`src/rtl/isb_pkg.sv`:
```
`timescale 1ns/100ps
package isb_pkg;
  typedef enum logic [2:0] {
    ST_IDLE,
    ST_DREQ,
    ST_DDAT,
    ST_PREQ,
    ST_PDAT,
    ST_COPY
  } isb_state_e;
endpackage

```
`src/rtl/isb_sbuf.sv`:
```
`timescale 1ns/100ps
module isb_sbuf #(
  parameter int AW    = 27,
  parameter int WORDS = 8,
  parameter int DW    = 32
) (
  input  logic                     clk,
  input  logic                     rst_n,
  input  logic                     clear,
  input  logic                     alloc,
  input  logic [AW-1:0]            alloc_tag,
  input  logic                     wr_en,
  input  logic                     wr_last,
  input  logic [$clog2(WORDS)-1:0] wr_idx,
  input  logic [DW-1:0]            wr_data,
  input  logic [$clog2(WORDS)-1:0] rd_idx,
  output logic                     valid,
  output logic                     full,
  output logic [AW-1:0]            tag,
  output logic [DW-1:0]            rd_data
);
  localparam int IW = $clog2(WORDS);

  logic          valid_q, valid_d;
  logic          full_q, full_d;
  logic [AW-1:0] tag_q;
  logic [DW-1:0] word_q [WORDS];

  always_comb begin
    valid_d = valid_q;
    full_d  = full_q;
    if (alloc) begin
      valid_d = 1'b1;
      full_d  = 1'b0;
    end else if (clear) begin
      valid_d = 1'b0;
      full_d  = 1'b0;
    end else if (wr_last) begin
      full_d  = 1'b1;
    end
  end

  always_ff @(posedge clk or negedge rst_n) begin
    if (!rst_n) begin
      valid_q <= 1'b0;
      full_q  <= 1'b0;
      tag_q   <= '0;
    end else begin
      valid_q <= valid_d;
      full_q  <= full_d;
      if (alloc) tag_q <= alloc_tag;
    end
  end

  for (genvar g = 0; g < WORDS; g++) begin : g_word
    always_ff @(posedge clk) begin
      if (wr_en && (wr_idx == IW'(g))) word_q[g] <= wr_data;
    end
  end

  assign valid   = valid_q;
  assign full    = full_q;
  assign tag     = tag_q;
  assign rd_data = word_q[rd_idx];

  AST_WR_INTO_LIVE: assert property (@(posedge clk) disable iff (!rst_n)
    wr_en |-> valid_q && !full_q);
endmodule

```
`src/rtl/isb_ctrl.sv`:
```
`timescale 1ns/100ps
module isb_ctrl
  import isb_pkg::*;
#(
  parameter int AW    = 27,
  parameter int WORDS = 8
) (
  input  logic                     clk,
  input  logic                     rst_n,
  input  logic                     miss_valid,
  input  logic [AW-1:0]            miss_blk,
  output logic                     miss_ack,
  input  logic                     sb_valid,
  input  logic                     sb_full,
  input  logic [AW-1:0]            sb_tag,
  output logic                     mem_req_valid,
  output logic [AW-1:0]            mem_req_addr,
  input  logic                     mem_req_ready,
  input  logic                     mem_rsp_valid,
  output logic                     sb_clear,
  output logic                     sb_alloc,
  output logic                     sb_wr,
  output logic                     sb_wr_last,
  output logic [$clog2(WORDS)-1:0] beat_idx,
  output logic [AW-1:0]            cur_blk,
  output logic                     demand_beat,
  output logic                     copy_beat
);
  localparam int            IW   = $clog2(WORDS);
  localparam logic [IW-1:0] LAST = IW'(WORDS - 1);

  isb_state_e    state_q, state_d;
  logic [IW-1:0] cnt_q, cnt_d;
  logic [AW-1:0] cur_q, cur_d;
  logic [AW-1:0] pf_q, pf_d;
  logic          pend_q, pend_d;

  always_comb begin
    state_d     = state_q;
    cnt_d       = cnt_q;
    cur_d       = cur_q;
    pf_d        = pf_q;
    pend_d      = pend_q;
    miss_ack    = 1'b0;
    mem_req_valid = 1'b0;
    sb_clear    = 1'b0;
    sb_alloc    = 1'b0;
    sb_wr       = 1'b0;
    sb_wr_last  = 1'b0;
    demand_beat = 1'b0;
    copy_beat   = 1'b0;
    unique case (state_q)
      ST_IDLE: begin
        if (miss_valid) begin
          miss_ack = 1'b1;
          cur_d    = miss_blk;
          cnt_d    = '0;
          pend_d   = 1'b0;
          if (sb_valid && sb_full && (sb_tag == miss_blk)) begin
            state_d = ST_COPY;
          end else begin
            sb_clear = 1'b1;
            state_d  = ST_DREQ;
          end
        end else if (pend_q) begin
          state_d = ST_PREQ;
        end
      end
      ST_DREQ: begin
        mem_req_valid = 1'b1;
        if (mem_req_ready) begin
          cnt_d   = '0;
          state_d = ST_DDAT;
        end
      end
      ST_DDAT: begin
        if (mem_rsp_valid) begin
          demand_beat = 1'b1;
          cnt_d       = cnt_q + IW'(1);
          if (cnt_q == LAST) begin
            pend_d  = 1'b1;
            pf_d    = cur_q + AW'(1);
            state_d = ST_IDLE;
          end
        end
      end
      ST_PREQ: begin
        mem_req_valid = 1'b1;
        if (mem_req_ready) begin
          sb_alloc = 1'b1;
          pend_d   = 1'b0;
          cnt_d    = '0;
          state_d  = ST_PDAT;
        end
      end
      ST_PDAT: begin
        if (mem_rsp_valid) begin
          sb_wr = 1'b1;
          cnt_d = cnt_q + IW'(1);
          if (cnt_q == LAST) begin
            sb_wr_last = 1'b1;
            state_d    = ST_IDLE;
          end
        end
      end
      ST_COPY: begin
        copy_beat = 1'b1;
        cnt_d     = cnt_q + IW'(1);
        if (cnt_q == LAST) begin
          sb_clear = 1'b1;
          pend_d   = 1'b1;
          pf_d     = cur_q + AW'(1);
          state_d  = ST_IDLE;
        end
      end
      default: state_d = ST_IDLE;
    endcase
  end

  always_ff @(posedge clk or negedge rst_n) begin
    if (!rst_n) begin
      state_q <= ST_IDLE;
      cnt_q   <= '0;
      cur_q   <= '0;
      pf_q    <= '0;
      pend_q  <= 1'b0;
    end else begin
      state_q <= state_d;
      cnt_q   <= cnt_d;
      cur_q   <= cur_d;
      pf_q    <= pf_d;
      pend_q  <= pend_d;
    end
  end

  assign mem_req_addr = (state_q == ST_DREQ) ? cur_q : pf_q;
  assign beat_idx     = cnt_q;
  assign cur_blk      = cur_q;

  AST_REQ_HOLD: assert property (@(posedge clk) disable iff (!rst_n)
    mem_req_valid && !mem_req_ready |=> mem_req_valid && $stable(mem_req_addr));
  AST_ACK_SINGLE: assert property (@(posedge clk) disable iff (!rst_n)
    miss_ack |=> !miss_ack);
  AST_COPY_QUIET_MEM: assert property (@(posedge clk) disable iff (!rst_n)
    copy_beat |-> !mem_req_valid);
endmodule

```
`src/rtl/isb_prefetch.sv`:
```
`timescale 1ns/100ps
module isb_prefetch #(
  parameter int AW    = 27,
  parameter int WORDS = 8,
  parameter int DW    = 32
) (
  input  logic                     clk,
  input  logic                     rst_n,
  input  logic                     miss_valid,
  input  logic [AW-1:0]            miss_blk,
  output logic                     miss_ack,
  output logic                     fill_valid,
  output logic [AW-1:0]            fill_blk,
  output logic [$clog2(WORDS)-1:0] fill_idx,
  output logic [DW-1:0]            fill_data,
  output logic                     fill_last,
  output logic                     mem_req_valid,
  input  logic                     mem_req_ready,
  output logic [AW-1:0]            mem_req_addr,
  input  logic                     mem_rsp_valid,
  input  logic [DW-1:0]            mem_rsp_data
);
  localparam int IW = $clog2(WORDS);

  logic          sb_valid, sb_full, sb_clear, sb_alloc, sb_wr, sb_wr_last;
  logic [AW-1:0] sb_tag, cur_blk;
  logic [IW-1:0] beat_idx;
  logic [DW-1:0] sb_rd;
  logic          demand_beat, copy_beat;

  isb_ctrl #(.AW(AW), .WORDS(WORDS)) u_ctrl (
    .clk(clk), .rst_n(rst_n),
    .miss_valid(miss_valid), .miss_blk(miss_blk), .miss_ack(miss_ack),
    .sb_valid(sb_valid), .sb_full(sb_full), .sb_tag(sb_tag),
    .mem_req_valid(mem_req_valid), .mem_req_addr(mem_req_addr),
    .mem_req_ready(mem_req_ready), .mem_rsp_valid(mem_rsp_valid),
    .sb_clear(sb_clear), .sb_alloc(sb_alloc), .sb_wr(sb_wr),
    .sb_wr_last(sb_wr_last), .beat_idx(beat_idx), .cur_blk(cur_blk),
    .demand_beat(demand_beat), .copy_beat(copy_beat)
  );

  isb_sbuf #(.AW(AW), .WORDS(WORDS), .DW(DW)) u_sbuf (
    .clk(clk), .rst_n(rst_n),
    .clear(sb_clear), .alloc(sb_alloc), .alloc_tag(mem_req_addr),
    .wr_en(sb_wr), .wr_last(sb_wr_last), .wr_idx(beat_idx),
    .wr_data(mem_rsp_data), .rd_idx(beat_idx),
    .valid(sb_valid), .full(sb_full), .tag(sb_tag), .rd_data(sb_rd)
  );

  assign fill_valid = demand_beat | copy_beat;
  assign fill_data  = copy_beat ? sb_rd : mem_rsp_data;
  assign fill_idx   = beat_idx;
  assign fill_blk   = cur_blk;
  assign fill_last  = fill_valid && (beat_idx == IW'(WORDS - 1));

  AST_PREFETCH_NOT_FILLED: assert property (@(posedge clk) disable iff (!rst_n)
    sb_wr |-> !fill_valid);
endmodule

```
`config.mk`:
```
export PLATFORM = sky130hd
export DESIGN_NAME = isb_prefetch
export DESIGN_NICKNAME = d
export VERILOG_FILES = /design/src/rtl/isb_pkg.sv /design/src/rtl/isb_sbuf.sv /design/src/rtl/isb_ctrl.sv /design/src/rtl/isb_prefetch.sv
export SDC_FILE = /design/constraint.sdc
export NUM_CORES = 1
export LEC_CHECK = 0
export BUFFER_PORTS_ARGS = -buffer_cell sky130_fd_sc_hd__buf_2
export CAP_MARGIN = 40
export CORE_MARGIN = 10
export CORE_UTILIZATION = 59
export CTS_CLUSTER_SIZE = 24
export DETAILED_ROUTE_END_ITERATION = 12
export GPL_TIMING_DRIVEN = 0
export HOLD_SLACK_MARGIN = 0.1
export MAX_ROUTING_LAYER = met4
export PLACE_DENSITY_LB_ADDON = 0.2
export SLEW_MARGIN = 20
export SYNTH_ARGS = -nofsm -noshare
export SYNTH_HDL_FRONTEND = slang
export SYNTH_SLANG_ARGS = --single-unit
export TNS_END_PERCENT = 20
```
`constraint.sdc`:
```
create_clock -name clk -period 4.4 [get_ports clk]
set_input_delay 0 -clock clk [delete_from_list [all_inputs] [get_ports clk]]
set_output_delay 0 -clock clk [all_outputs]
set_load 0.005 [all_outputs]
```
## Word-level counts from Yosys, hierarchy flattened

Memory sizes are Yosys's and may differ from the RTL's.
Index checks and enable logic that the tools add are counted.
Widths: inputs -> output; s select.

| cells by class | value |
|---|---|
| add/sub/neg operators | 2 |
| equality and inequality tests | 20 |
| muxes and demuxes | 79 |
| bitwise operators | 1 |
| reductions and logical operators | 32 |

Operators with widths:

| kind | count |
|---|---|
| $mux 32 | 8 |
| $reduce_or 32->1 | 7 |
| $mux 27 | 3 |
| $pmux 27 s2 | 1 |
| $mux 3 | 17 |
| $mux 1 | 46 |
| $add 27x1->27 const B | 1 |
| $eq 27x27->1 | 1 |
| $eq 3x3->1 const B | 6 |
| $pmux 3 s5 | 1 |
| $eq 3x2->1 const B | 4 |
| $pmux 3 s4 | 1 |
| $reduce_and 4->1 | 3 |
| $logic_and 1x1->1 | 11 |
| $ne 2x2->1 const B | 4 |
| $reduce_bool 4->1 | 2 |
| $eq 3x1->1 const B | 2 |
| $logic_not 3->1 | 2 |
| $ne 2x1->1 const B | 2 |
| $pmux 1 s4 | 1 |
| $reduce_and 2->1 | 2 |
| $reduce_bool 2->1 | 2 |
| $reduce_or 2->1 | 2 |
| $add 3x1->3 const B | 1 |
| other kinds (4) | 4 |

| word-level totals | value |
|---|---|
| register bits after elaboration | 90 |
| memory bits (writable) | 256 |
| input bits | 64 |
| output and inout bits | 93 |
| logic and storage cells | 143 |
| memories kept | 1 |

Memories:

| name | words | width | rd ports | clocked after memory_dff | write ports | line | source |
|---|---|---|---|---|---|---|---|
| u_sbuf.word_q | 8 | 32 | 1 | 0 | 1 | isb_sbuf.sv:27 | `logic [DW-1:0] word_q [WORDS];` |

## Longest topological paths before layout

Gate-level depths: netlist of the first run.

| depth | value |
|---|---|
| depth in word-level cells | 13 |
| gate-level depth with buffers | 7 |

## Cells and area by module

A second synthesis of the first run with hierarchy kept.

| unflattened totals | value |
|---|---|
| cells, all modules | 851 |
| area total of the unflattened synthesis | 15,167.0 µm² |

Modules (own cells, without submodules):

| module | times used | cells each | area each (µm²) |
|---|---|---|---|
| isb_sbuf | 1 | 446 | 10,887.9 |
| isb_ctrl | 1 | 367 | 3,724.8 |
| isb_prefetch | 1 | 38 | 554.3 |

## Worst setup path after synthesis of the first run

OpenSTA, ideal clock, no wires.

| timing | value |
|---|---|
| kind | reg-to-reg |
| start | register u_ctrl.cnt_q[1] (netlist: u_ctrl.beat_idx[1]) |
| end | register u_sbuf.full_q (netlist: u_sbuf.full) |
| arrival | 3.685 ns |
| required time | 4.316 ns |
| path slack | 0.632 ns |
| stages on the path, launching flop included | 7 |
| path buffers | 0 |
| cell sequence | dfrtp_1 > ha_1 > ha_1 > inv_1 > nor3_1 > o221ai_1 > nor2_1 |

| on the way | value |
|---|---|
| word-level cells in the longest chain between the ends | 5 |
| elaborated cells between the ends (all ways) | 8 |

RTL lines:

| what | line | source |
|---|---|---|
| start, declared | isb_ctrl.sv:33 | `logic [IW-1:0] cnt_q, cnt_d;` |
| start signal, assigned | isb_ctrl.sv:129 | `cnt_q <= cnt_d;` |
| $eq 3x3->1 (*) | isb_ctrl.sv:100, isb_ctrl.sv:109 |  |
| $mux 1 (*) | isb_ctrl.sv:100, isb_ctrl.sv:109 |  |
| $pmux 1 s2 / $mux 1 (equally long branches) | isb_ctrl.sv:52, isb_ctrl.sv:97 |  |
| $mux 1, on equally long branches | isb_sbuf.sv:35, isb_ctrl.sv:52 |  |
| $mux 1 / $reduce_bool 3->1 (equally long branches) | - |  |
| end signal, assigned | isb_sbuf.sv:50 | `full_q <= full_d;` |
| end, declared | isb_sbuf.sv:25 | `logic full_q, full_d;` |

Every way passes the cells marked *; elsewhere a longest branch is shown, timed or not.
A chain may end at the register's enable or synchronous reset.

## Final worst setup path of the first run

| timing | value |
|---|---|
| start | register u_ctrl.cnt_q[1] (netlist: u_ctrl.beat_idx[1]) |
| end | output port fill_data[31] |

| on the way | value |
|---|---|
| word-level cells in the longest chain between the ends | 2 |

RTL lines:

| what | line | source |
|---|---|---|
| $mem_v2 8x32 | - |  |
| $mux 32 | isb_prefetch.sv:51 | `assign fill_data = copy_beat ? sb_rd : mem_rsp_data;` |
| end, declared | isb_prefetch.sv:15 | `output logic [DW-1:0] fill_data,` |

No other way between the ends.

==> impl_metrics.tcl, run 1 <==
set metrics [dict create \
    layout.cells.non_filler 1492 \
    synth-compound-area-share_pct 2.93 \
    cts_buffer_depth 3 \
    grt_util_all_layers_pct 23.3 \
    hpwl_um 22800 \
    area_growth_syn_to_layout_pct 22.9 \
    final_nets 1210 \
    finClkSkew_ns 0.0165 \
    rows 57 \
    synth_ff_type "edfxtp_1" \
    nFillCells 1486 \
    synth_area_sq_mm 0.0147 \
    final-max-slew-violation-count 0 \
    max_stage_delay_ns 0.64 \
    rr_startpoint "u_ctrl.beat_idx[1]$_DFFE_PN0P_" \
    portBuffers 156 \
    critPathTopFamily "buffers and inverters" \
    ctsResizeCount 0 \
    synthTopCellsByArea "edfxtp_1, dfrtp_1, mux4_2, mux2_1, mux2i_1" \
    synthXorXnorAreaFrac_pct 3.10 \
    cp_num_buf_inv 3 \
    clock-sinks 346 \
    die_h_um 178 \
    rsz0062_at_grt "no" \
    crit_path_top_delay_cell "clkbuf_1" \
    synth_cell_types 53 \
    cts_root_buf "clkbuf_16" \
    yosys_warnings 0 \
    grt_pass1_vias 9244 \
    drtAntennaViolNets 0 \
    htreeDepth 2 \
    yosys.area_share.simple_pct 5.21 \
    grt_pass1_wl_um 54700 \
    fmax_ghz 0.338 \
    ys_async_sr_fraction_pct 26.0 \
    worstSkewPairLatency_ns 0.52 \
    fin_crit_sh_pct 67.2 \
    vias 8811 \
    cp_common_cell "buf_2" \
    layout-drive-gt1-share_pct 32.4 \
    max-cap-violations 0 \
    power_density_mw_per_mm2 539 \
    end_kind "primary output" \
    wl_per_cell_um 23.8 \
    synth_area_per_cell_sq_um 17.1 \
    viasPerCell 5.91 \
    netlist_instances 861 \
    drt_wl_total_um 35500 \
    dr.pass1.iters 5 \
    core_sq_mm 0.0245 \
    synth_top_area_share_pct 52.3 \
    tns_ns 0 \
    placed_cells 1355 \
    cts_tree "yes" \
    hold_viol_final 0 \
    synth.area.mux_share_pct 18.7 \
    synth-seq-cells 346 \
    status "complete, no violations" \
    setup_viol 0 \
    post_cts_buffers 0 \
    die-area_sq_mm 0.0316 \
    synth_top_family_by_area "multiplexers" \
    path_class "flip-flop to primary output" \
    min_period_ns 2.96 \
    yosysSeqAreaShare_pct 67.6 \
    antenna_found_initial 2 \
    grt_max_degree 68 \
    ff2ff_path_depth 6 \
    synth_edf_count 256 \
    die_x_um 178 \
    peakVddDrop_uv 547 \
    r2r_setup_slack_ns 1.66 \
    start_util_pct 60.1 \
    relSlewSlack_pct 44.8 \
    power_leakage_nw 7.12 \
    cts_buffers 37 \
    overflow 0 \
    gp_congestion 0.818 \
    synth_area_leader_cell "edfxtp_1" \
    cp-startpoint "u_ctrl.beat_idx[1]$_DFFE_PN0P_" \
    cp.depth 6 \
    synth_adder_area_share_pct 0.672 \
    path_max_fanout 10 \
    clk_pin_slew_ns 0.06 \
    crit_path_cell_trace "buf_2 -> clkbuf_1 -> mux4_2 -> mux2i_1 -> o21ai_1 -> buf_2" \
    drc 0 \
    required_ns 4.40 \
    r2r-end "u_sbuf.word_q[5][21]$_DFFE_PP_" \
    worst_slew_pin_slew_ns 0.828 \
    cp-start-kind "flip-flop" \
    power_w 0.00974 \
    ios 157 \
    hold_class "primary input to flip-flop" \
    drtIter0Drc 830 \
    critical_path_arrival_ns 2.96 \
    cp-endpoint "fill_data[31]" \
    syn_nets 932 \
]
==> cells in the final DEF (no fill, tap or decap), types with 24 or more instances in the layout <==
master	count
buf_2	166
mux2_2	28
clkbuf_16	39
clkbuf_1	24
o21ai_1	60
dlygate4sd3_1	67
nand2_1	71
mux4_2	64
xor2_1	31
mux2_1	33
dfrtp_1	90
edfxtp_1	256
mux2i_1	32
==> flip-flops by register name, indices dropped and copies added (netlist names) <==
| signal | count |
|---|---|
| u_ctrl.beat_idx | 3 |
| u_ctrl.cur_blk | 27 |
| u_ctrl.pend_q | 1 |
| u_ctrl.pf_q | 27 |
| u_ctrl.state_q | 3 |
| u_sbuf.full | 1 |
| u_sbuf.tag | 27 |
| u_sbuf.valid | 1 |
| u_sbuf.word_q | 256 |
==> what timing repair did <==
item                                    in CTS  in global routing
hold buffers                                67                  0
hold endpoints to repair                   380                  0
endpoints found under the setup margin       0                  0
==> per-layer routing <==
metal / wire length (um) / share of wire, % / GRT usage (%)
met2: 18000 / 51 / 37.2
met4: 642 / 1.8 / 5.77
met3: 2360 / 6.6 / 3.74
met5: 0 / 0 / -
met1: 14600 / 41 / 31.1
==> area by class of cell <==
cell class / instances / area [sq um] / area share (%)
Clock inverter: 18 / 196 / 1.09
Multi-Input combinational cell: 464 / 4520 / 25.0
Timing Repair Buffer: 239 / 1720 / 9.49
Inverter: 9 / 33.8 / 0.187
Clock buffer: 48 / 1030 / 5.70
Tap cell: 324 / 405 / 2.24
Buffer: 42 / 235 / 1.30
Antenna cell: 2 / 5.00 / 0.0277
Sequential cell: 346 / 9940 / 55.0
==> kinds of logic (layout without fill, tap and decap cells) <==
family / after synthesis / in the layout
DFF: 346 / 346
buffers and inverters: 51 / 356
xor gates and xnor gates: 52 / 52
AOI/OAI and AO/OA: 79 / 79
other: 0 / 2
and+or+nand+nor: 148 / 148
muxes: 177 / 177
adders and majority gates: 8 / 8
==> worst min path at each step <==
stage                  from                        endpoint  slack, ns  depth (start not counted)
2_1_floorplan         rst_n  u_ctrl.beat_idx[0]$_DFFE_PN0P_      -0.30                          0
3_3_place_gp   miss_blk[19]  u_ctrl.cur_blk[19]$_DFFE_PN0P_       0.24                          2
3_5_place_dp          rst_n      u_sbuf.tag[18]$_DFFE_PN0P_      -0.13                          1
4_1_cts        miss_blk[16]  u_ctrl.cur_blk[16]$_DFFE_PN0P_       0.25                          3
5_1_grt         miss_blk[5]   u_ctrl.cur_blk[5]$_DFFE_PN0P_       0.28                          4
6_report       miss_blk[16]  u_ctrl.cur_blk[16]$_DFFE_PN0P_       0.27                          3
==> tightest hold or removal path, delay by kind of cell <==
kind	cells	cell delay (ns)
buffers and inverters	2	0.63
muxes	1	0.12
==> synthesized netlist by cell type, types with 3 or more instances <==
library cell    n
edfxtp_1      256
dfrtp_1        90
nand2_1        71
mux4_2         64
o21ai_1        60
mux2_1         33
mux2i_1        32
xor2_1         31
mux2_2         28
xnor2_1        21
mux2_4         20
clkbuf_1       17
nor2_1         15
buf_2          11
nand3_1        11
nand4_1        11
and3_1          9
buf_6           7
ha_1            7
inv_1           7
nand2b_1        6
a21oi_1         4
buf_1           4
nor4_1          4
o21ai_0         4
buf_4           3
nand4_2         3
nor3_1          3
==> through the flow <==
step	cell area (sq um)	util, %	hold WS, ns	worst slack (ns)
detailed placement	16200	66.0	-0.132	1.66
finish	18100	73.9	0.269	1.44
global route	18100	73.9	0.280	1.37
floorplan	14700	-	-0.296	0.632
CTS	18000	73.8	0.245	1.42
global placement	15900	65.0	0.245	-1.95
==> report_power, final <==
group          leakage, nW  total (W)  switching [W]  internal, W
sequential            3.49    0.00407       0.000323      0.00375
clock                0.593    0.00313        0.00124      0.00189
combinational         3.04    0.00254        0.00126      0.00127
Note: power is estimated with default switching activity, not from simulation.
==> run 2, diff against run 1 <==
==> constraint.sdc (replaced) <==
create_clock -name clk -period 3.1 [get_ports clk]
set_input_delay 0 -clock clk [delete_from_list [all_inputs] [get_ports clk]]
set_output_delay 0 -clock clk [all_outputs]
set_load 0.005 [all_outputs]
==> run 2 against run 1 <==
  * Via count fell by 1.1%
  * Critical path depth did not move
  * Global-route usage fell by 0.51 points
  * Sequential share of layout area fell by 0.087 points
  * Flip-flop and latch count did not move
  * First-iteration DRC count fell by 16%
  * Worst hold slack got worse by 0.0085 ns
  * Cell count fell by 0.34%
  * Cell area rose by 0.16%
==> impl_metrics.tcl, run 2 (synthesized netlist as in run 1, its figures left out) <==
set metrics [dict create \
    rsz0062_at_grt "no" \
    ios 157 \
    worstSkewPairLatency_ns 0.53 \
    cts_tree "yes" \
    setup_viol 0 \
    grt_max_degree 71 \
    viasPerCell 5.86 \
    seq_power_share_pct 41.8 \
    pre_cts_ws_ns 0.369 \
    final_util_pct 74.0 \
    top_register "u_sbuf.word_q" \
    final_common_cell "edfxtp_1" \
    peakVddDrop_uv 552 \
    cts_buffer_depth 3 \
    power_leakage_nw 7.13 \
    die_x_um 178 \
    cts_root_buf "clkbuf_16" \
    overflow 0 \
    die-area_sq_mm 0.0316 \
    hold_class "primary input to flip-flop" \
    final_nets 1207 \
    clock-sinks 346 \
    p_sw_share_pct 28.6 \
    largest_reg_flops 256 \
    p_int_w 0.00986 \
    max-cap-violations 0 \
    vias 8717 \
    drtAntennaViolNets 0 \
    die_h_um 178 \
    seqCellArea_sq_mm 0.00994 \
    drtIter0Drc 698 \
    finClkSkew_ns 0.0107 \
    antenna_found_initial 1 \
    core_sq_mm 0.0245 \
    post_cts_buffers 0 \
    nFillCells 1492 \
    cts_hold_buf 67 \
    path_class "flip-flop to primary output" \
    grt_util_all_layers_pct 22.8 \
    relSlewSlack_pct 46.4 \
    min_period_ns 2.81 \
    ctsResizeCount 0 \
    fmax_ghz 0.356 \
    grt_pass1_wl_um 53500 \
    path_max_fanout 10 \
    status "complete, no violations" \
    drt_wl_total_um 34800 \
    required_ns 3.10 \
    placed_cells 1353 \
    grt_pass1_vias 9243 \
    hold_viol_final 0 \
    gp_congestion 0.822 \
    cts_buffers 36 \
    cp-start-kind "flip-flop" \
    clk_pin_slew_ns 0.07 \
    start_util_pct 60.1 \
    critical_path_arrival_ns 2.81 \
    power.share.clock_pct 32.4 \
    multiInputGateArea_sq_mm 0.00452 \
    portBuffers 156 \
    layout.cells.non_filler 1487 \
    power_density_mw_per_mm2 763 \
    p_switching_w 0.00396 \
    dr.pass1.iters 7 \
    fin_crit_sh_pct 90.6 \
    pwr-share-comb_pct 25.8 \
    rows 57 \
    hpwl_um 22300 \
    htreeDepth 2 \
    worst_slew_pin_slew_ns 0.804 \
    drc 0 \
    wl_per_cell_um 23.4 \
    layout-drive-gt1-share_pct 32.4 \
    layout_common_cells "edfxtp_1, buf_2, dfrtp_1" \
    end_kind "primary output" \
    area_growth_syn_to_layout_pct 23.1 \
    final-max-slew-violation-count 0 \
    fin_ws_ns 0.291 \
]
[run 2: changes by cell type in the layout (fill, tap and decap cells not counted), moves of 2 or more]
cell,delta
buf_4,-4
clkbuf_16,-2
bufinv_16,+2
clkbuf_1,-2
buf_8,+2
buf_16,+2
[run 2: final cells by class]
type                            instances  share of cell area (%)
Clock inverter                         20                    1.41
Buffer                                 42                    1.30
Sequential cell                       346                    54.9
Clock buffer                           44                    5.37
Timing Repair Buffer                  237                    9.61
Inverter                                9                   0.187
Multi-Input combinational cell        464                    25.0
Antenna cell                            1                  0.0138
Tap cell                              324                    2.24
[run 2: worst paths after layout]
kind                            cells past startpoint  slack [ns]                           start                             end
worst max-delay path                                6        0.29  u_ctrl.beat_idx[1]$_DFFE_PN0P_                    fill_data[0]
worst min-delay path                                3        0.26                     miss_blk[3]   u_ctrl.cur_blk[3]$_DFFE_PN0P_
worst max register to register                      6        0.33  u_ctrl.beat_idx[1]$_DFFE_PN0P_   u_sbuf.word_q[1][7]$_DFFE_PP_
worst min register to register                      2        0.49      u_ctrl.pf_q[4]$_DFFE_PN0P_      u_ctrl.pf_q[4]$_DFFE_PN0P_
max in group asynchronous                           5        1.74                           rst_n       u_ctrl.pend_q$_DFFE_PN0P_
min in group asynchronous                           4        0.56                           rst_n  u_ctrl.cur_blk[23]$_DFFE_PN0P_
[run 2: power by group through the flow]
stage | clock, W | sequential [W] | combinational (W)
final | 0.00448 | 0.00577 | 0.00357
after CTS | 0.00453 | 0.00576 | 0.00361
after global routing | 0.00471 | 0.00582 | 0.00387
after floorplan | 0 | 0.00576 | 0.00233
after detailed placement | 0 | 0.00585 | 0.00349
after global placement | 0 | 0.00584 | 0.00341
[run 2: per-stage QoR]
step | hold slack [ns] | total power [W] | instance area (sq um) | setup TNS, ns
after global routing | 0.260 | 0.0144 | 18100 | 0
after floorplan | -0.296 | 0.00808 | 14700 | 0
after global placement | 0.245 | 0.00925 | 15900 | -87.19
after detailed placement | -0.142 | 0.00934 | 16200 | 0
final | 0.260 | 0.0138 | 18100 | 0
after CTS | 0.239 | 0.0139 | 18100 | 0
[run 2: critical path: stages, from the launching register on]
cell and delay (ns):
dfrtp_1 0.49, buf_2 0.31, clkbuf_1 0.56, mux4_2 0.41
mux2i_1 0.19, o21ai_1 0.15, buf_2 0.18
[run 2: per-layer routing]
metal  up-vias  GRT usage, %  wire, um
li1       3893             -         -
met1      4430          29.3     14200
met2       339          36.9     17500
met3        55          3.70      2220
met4         0          7.12       795
met5         -             -         0
==> run 3, diff against run 2 <==
--- a/config.mk
+++ b/config.mk
@@ -5,6 +5,7 @@
 export SDC_FILE = /design/constraint.sdc
 export NUM_CORES = 1
 export LEC_CHECK = 0
+export ABC_AREA = 1
 export BUFFER_PORTS_ARGS = -buffer_cell sky130_fd_sc_hd__buf_2
 export CAP_MARGIN = 40
 export CORE_MARGIN = 10
==> run 3 against run 2 <==
  * Worst hold slack worse by 0.14 ns
  * Sequential power is 2% higher
  * Worst setup slack worse by 0.20 ns
  * Cell count is 42% higher
  * Flip-flop and latch count stayed put
  * First-iteration DRC count is 140% higher
  * Critical endpoint is now u_sbuf.word_q[6][18]$_DFFE_PP_
  * Highest routed layer unchanged
==> impl_metrics.tcl, run 3 <==
set metrics [dict create \
    wl_met2_um 21500 \
    layout_common_cells "nand2_1, edfxtp_1, o21ai_0" \
    cts_root_buf "clkbuf_16" \
    r2r_setup_slack_ns 0.09 \
    wl_met3_um 4850 \
    layout.cells.non_filler 2118 \
    vias 12600 \
    clk_pin_slew_ns 0.06 \
    die_h_um 180 \
    rsz0062_at_grt "no" \
    final_nets 1830 \
    ios 157 \
    core_sq_mm 0.0252 \
    final_common_cell "nand2_1" \
    placed_area_sq_mm 0.0167 \
    hold_class "primary input to flip-flop" \
    power.share.clock_pct 28.0 \
    synth_top_area_share_pct 50.9 \
    cts_buffers 36 \
    peakVddDrop_uv 610 \
    synth_area_leader_cell "edfxtp_1" \
    portBuffers 156 \
    worst_slew_pin_slew_ns 0.821 \
    antenna_found_initial 2 \
    ys_async_sr_fraction_pct 26.0 \
    wl_per_cell_um 21.6 \
    yosysSeqAreaShare_pct 65.8 \
    seq_power_share_pct 41.0 \
    grt_pass1_vias 12600 \
    synth_area_sq_mm 0.0151 \
    synth-seq-cells 346 \
    rr_startpoint "u_ctrl.beat_idx[0]$_DFFE_PN0P_" \
    path_class "flip-flop to flip-flop" \
    p_switching_w 0.00519 \
    dr.pass1.iters 6 \
    power_density_mw_per_mm2 771 \
    critical_path_arrival_ns 3.24 \
    r2r-end "u_sbuf.word_q[6][18]$_DFFE_PP_" \
    drtAntennaViolNets 0 \
    gp_congestion 0.950 \
    yosys.cell_count.top_type "nand2_1" \
    setup_viol 0 \
    p_sw_share_pct 36.3 \
    area_growth_syn_to_layout_pct 22.7 \
    fmax_ghz 0.332 \
    placed_cells 1982 \
    design_area_sq_mm 0.0185 \
    path_max_fanout 11 \
    netlist_top_cells_count "nand2_1, edfxtp_1, o21ai_0, nor2_1, inv_1" \
    synth_ff_type "edfxtp_1" \
    htreeDepth 2 \
    viasPerCell 5.93 \
    ff2ff_path_depth 9 \
    cp-endpoint "u_sbuf.word_q[6][18]$_DFFE_PP_" \
    overflow 0 \
    wl_met1_um 17700 \
    pwr-share-comb_pct 31.0 \
    grt_pass1_wl_um 70700 \
    clock-sinks 346 \
    power_leakage_nw 7.57 \
    die-area_sq_mm 0.0324 \
    layout-drive-gt1-share_pct 15.6 \
    start_util_pct 60.0 \
    fin_crit_sh_pct 97.2 \
    cp-start-kind "flip-flop" \
    finClkSkew_ns 0.0151 \
    largest_reg_flops 256 \
    top_register "u_sbuf.word_q" \
    final-max-slew-violation-count 0 \
    fin_hold_ws_ns 0.118 \
    cp-startpoint "u_ctrl.beat_idx[0]$_DFFE_PN0P_" \
    worstSkewPairLatency_ns 0.53 \
    synth_edf_count 256 \
    status "complete, no violations" \
    dr.max_layer_used "met4" \
    drc 0 \
    max-cap-violations 0 \
    hpwl_um 30600 \
    netlist_instances 1466 \
    p_int_w 0.00910 \
    synth_area_per_cell_sq_um 10.3 \
    hold_viol_final 0 \
    grt_util_all_layers_pct 28.0 \
    synthTopCellsByArea "edfxtp_1, dfrtp_1, nand2_1, o21ai_0, nor2_1" \
    yosys_warnings 0 \
    drt_wl_total_um 45700 \
    cts_tree "yes" \
    post_cts_buffers 0 \
    relSlewSlack_pct 45.3 \
    grt_max_degree 56 \
    end_kind "flip-flop" \
    cts_buffer_depth 3 \
    die_x_um 180 \
    syn_nets 1537 \
    required_ns 3.32 \
    synth_cell_types 29 \
    rows 58 \
    drtIter0Drc 1642 \
    min_period_ns 3.01 \
]
run 3: final cells by class:
type / count / area, sq um
well taps: 330 / 413
diodes: 3 / 7.51
plain buffers: 76 / 322
fillers: 1736 / 6640
flip-flops and latches: 346 / 9940
clock inverters: 14 / 67.6
inverters: 127 / 477
clock buffers: 50 / 1010
multi-input cells: 917 / 4450
repair buffers: 255 / 1860
run 3: cells by family (layout without fill, tap and decap cells):
family	after synthesis	count (layout)	share of synthesized area [%]
compound gates	322	322	12.3
buf+inv	203	522	5.27
other cells	0	3	0
simple gates	568	568	14.9
fa+ha+maj	7	7	0.580
flops	346	346	65.8
xor+xnor	20	20	1.16
run 3: per-stage QoR:
stage | total power, W | utilization, % | TNS [ns] | setup WS, ns
after detailed placement | 0.0101 | 66.4 | -1.68 | -0.126
after floorplan | 0.00827 | - | -160.69 | -0.859
after global placement | 0.00993 | 64.7 | -707.55 | -3.37
after global routing | 0.0150 | 73.6 | 0 | 0.0108
after CTS | 0.0142 | 73.5 | 0 | 0.0237
final | 0.0143 | 73.7 | 0 | 0.0877
run 3: power groups by stage:
stage | Sequential (W) | Clock (W) | Combinational, W
after floorplan | 0.00584 | 0 | 0.00243
after global placement | 0.00592 | 0 | 0.00401
after detailed placement | 0.00593 | 0 | 0.00417
final | 0.00586 | 0.00401 | 0.00442
after global routing | 0.00591 | 0.00420 | 0.00486
after CTS | 0.00585 | 0.00401 | 0.00432
run 3: routing by layer:
| layer | vias to the layer above | track usage, % |
|---|---|---|
| li1 | 5635 | - |
| met5 | - | - |
| met2 | 813 | 43.6 |
| met3 | 135 | 5.44 |
| met4 | 0 | 11.5 |
| met1 | 5982 | 35.7 |
run 3: critical path: stages, from the launching register on:
cell and delay, ns:
dfrtp_1 0.50, buf_2 0.25, inv_1 0.18, buf_2 0.28, buf_2 0.29, ha_1 0.19, inv_1 0.09, nor3_4 0.50
buf_6 0.23, buf_4 0.21
run 3: repair_timing:
action,in CTS,in global routing
setup endpoints to repair,46,59
pin swaps,0,0
endpoints found under the hold margin,380,0
gates cloned,0,0
resized for setup,4,3
hold buffers,67,0
run 3: how the worst min path moves through the flow:
stage / startpoint / end / slack (ns) / cells past startpoint
2_1_floorplan: rst_n / u_ctrl.beat_idx[0]$_DFFE_PN0P_ / -0.30 / 0
3_3_place_gp: miss_blk[14] / u_ctrl.cur_blk[14]$_DFFE_PN0P_ / 0.24 / 3
3_5_place_dp: rst_n / u_sbuf.tag[16]$_DFFE_PN0P_ / -0.08 / 1
4_1_cts: mem_rsp_valid / u_ctrl.state_q[1]$_DFFE_PN0P_ / 0.10 / 7
5_1_grt: mem_rsp_valid / u_ctrl.beat_idx[0]$_DFFE_PN0P_ / 0.19 / 6
6_report: mem_rsp_valid / u_ctrl.state_q[1]$_DFFE_PN0P_ / 0.12 / 7
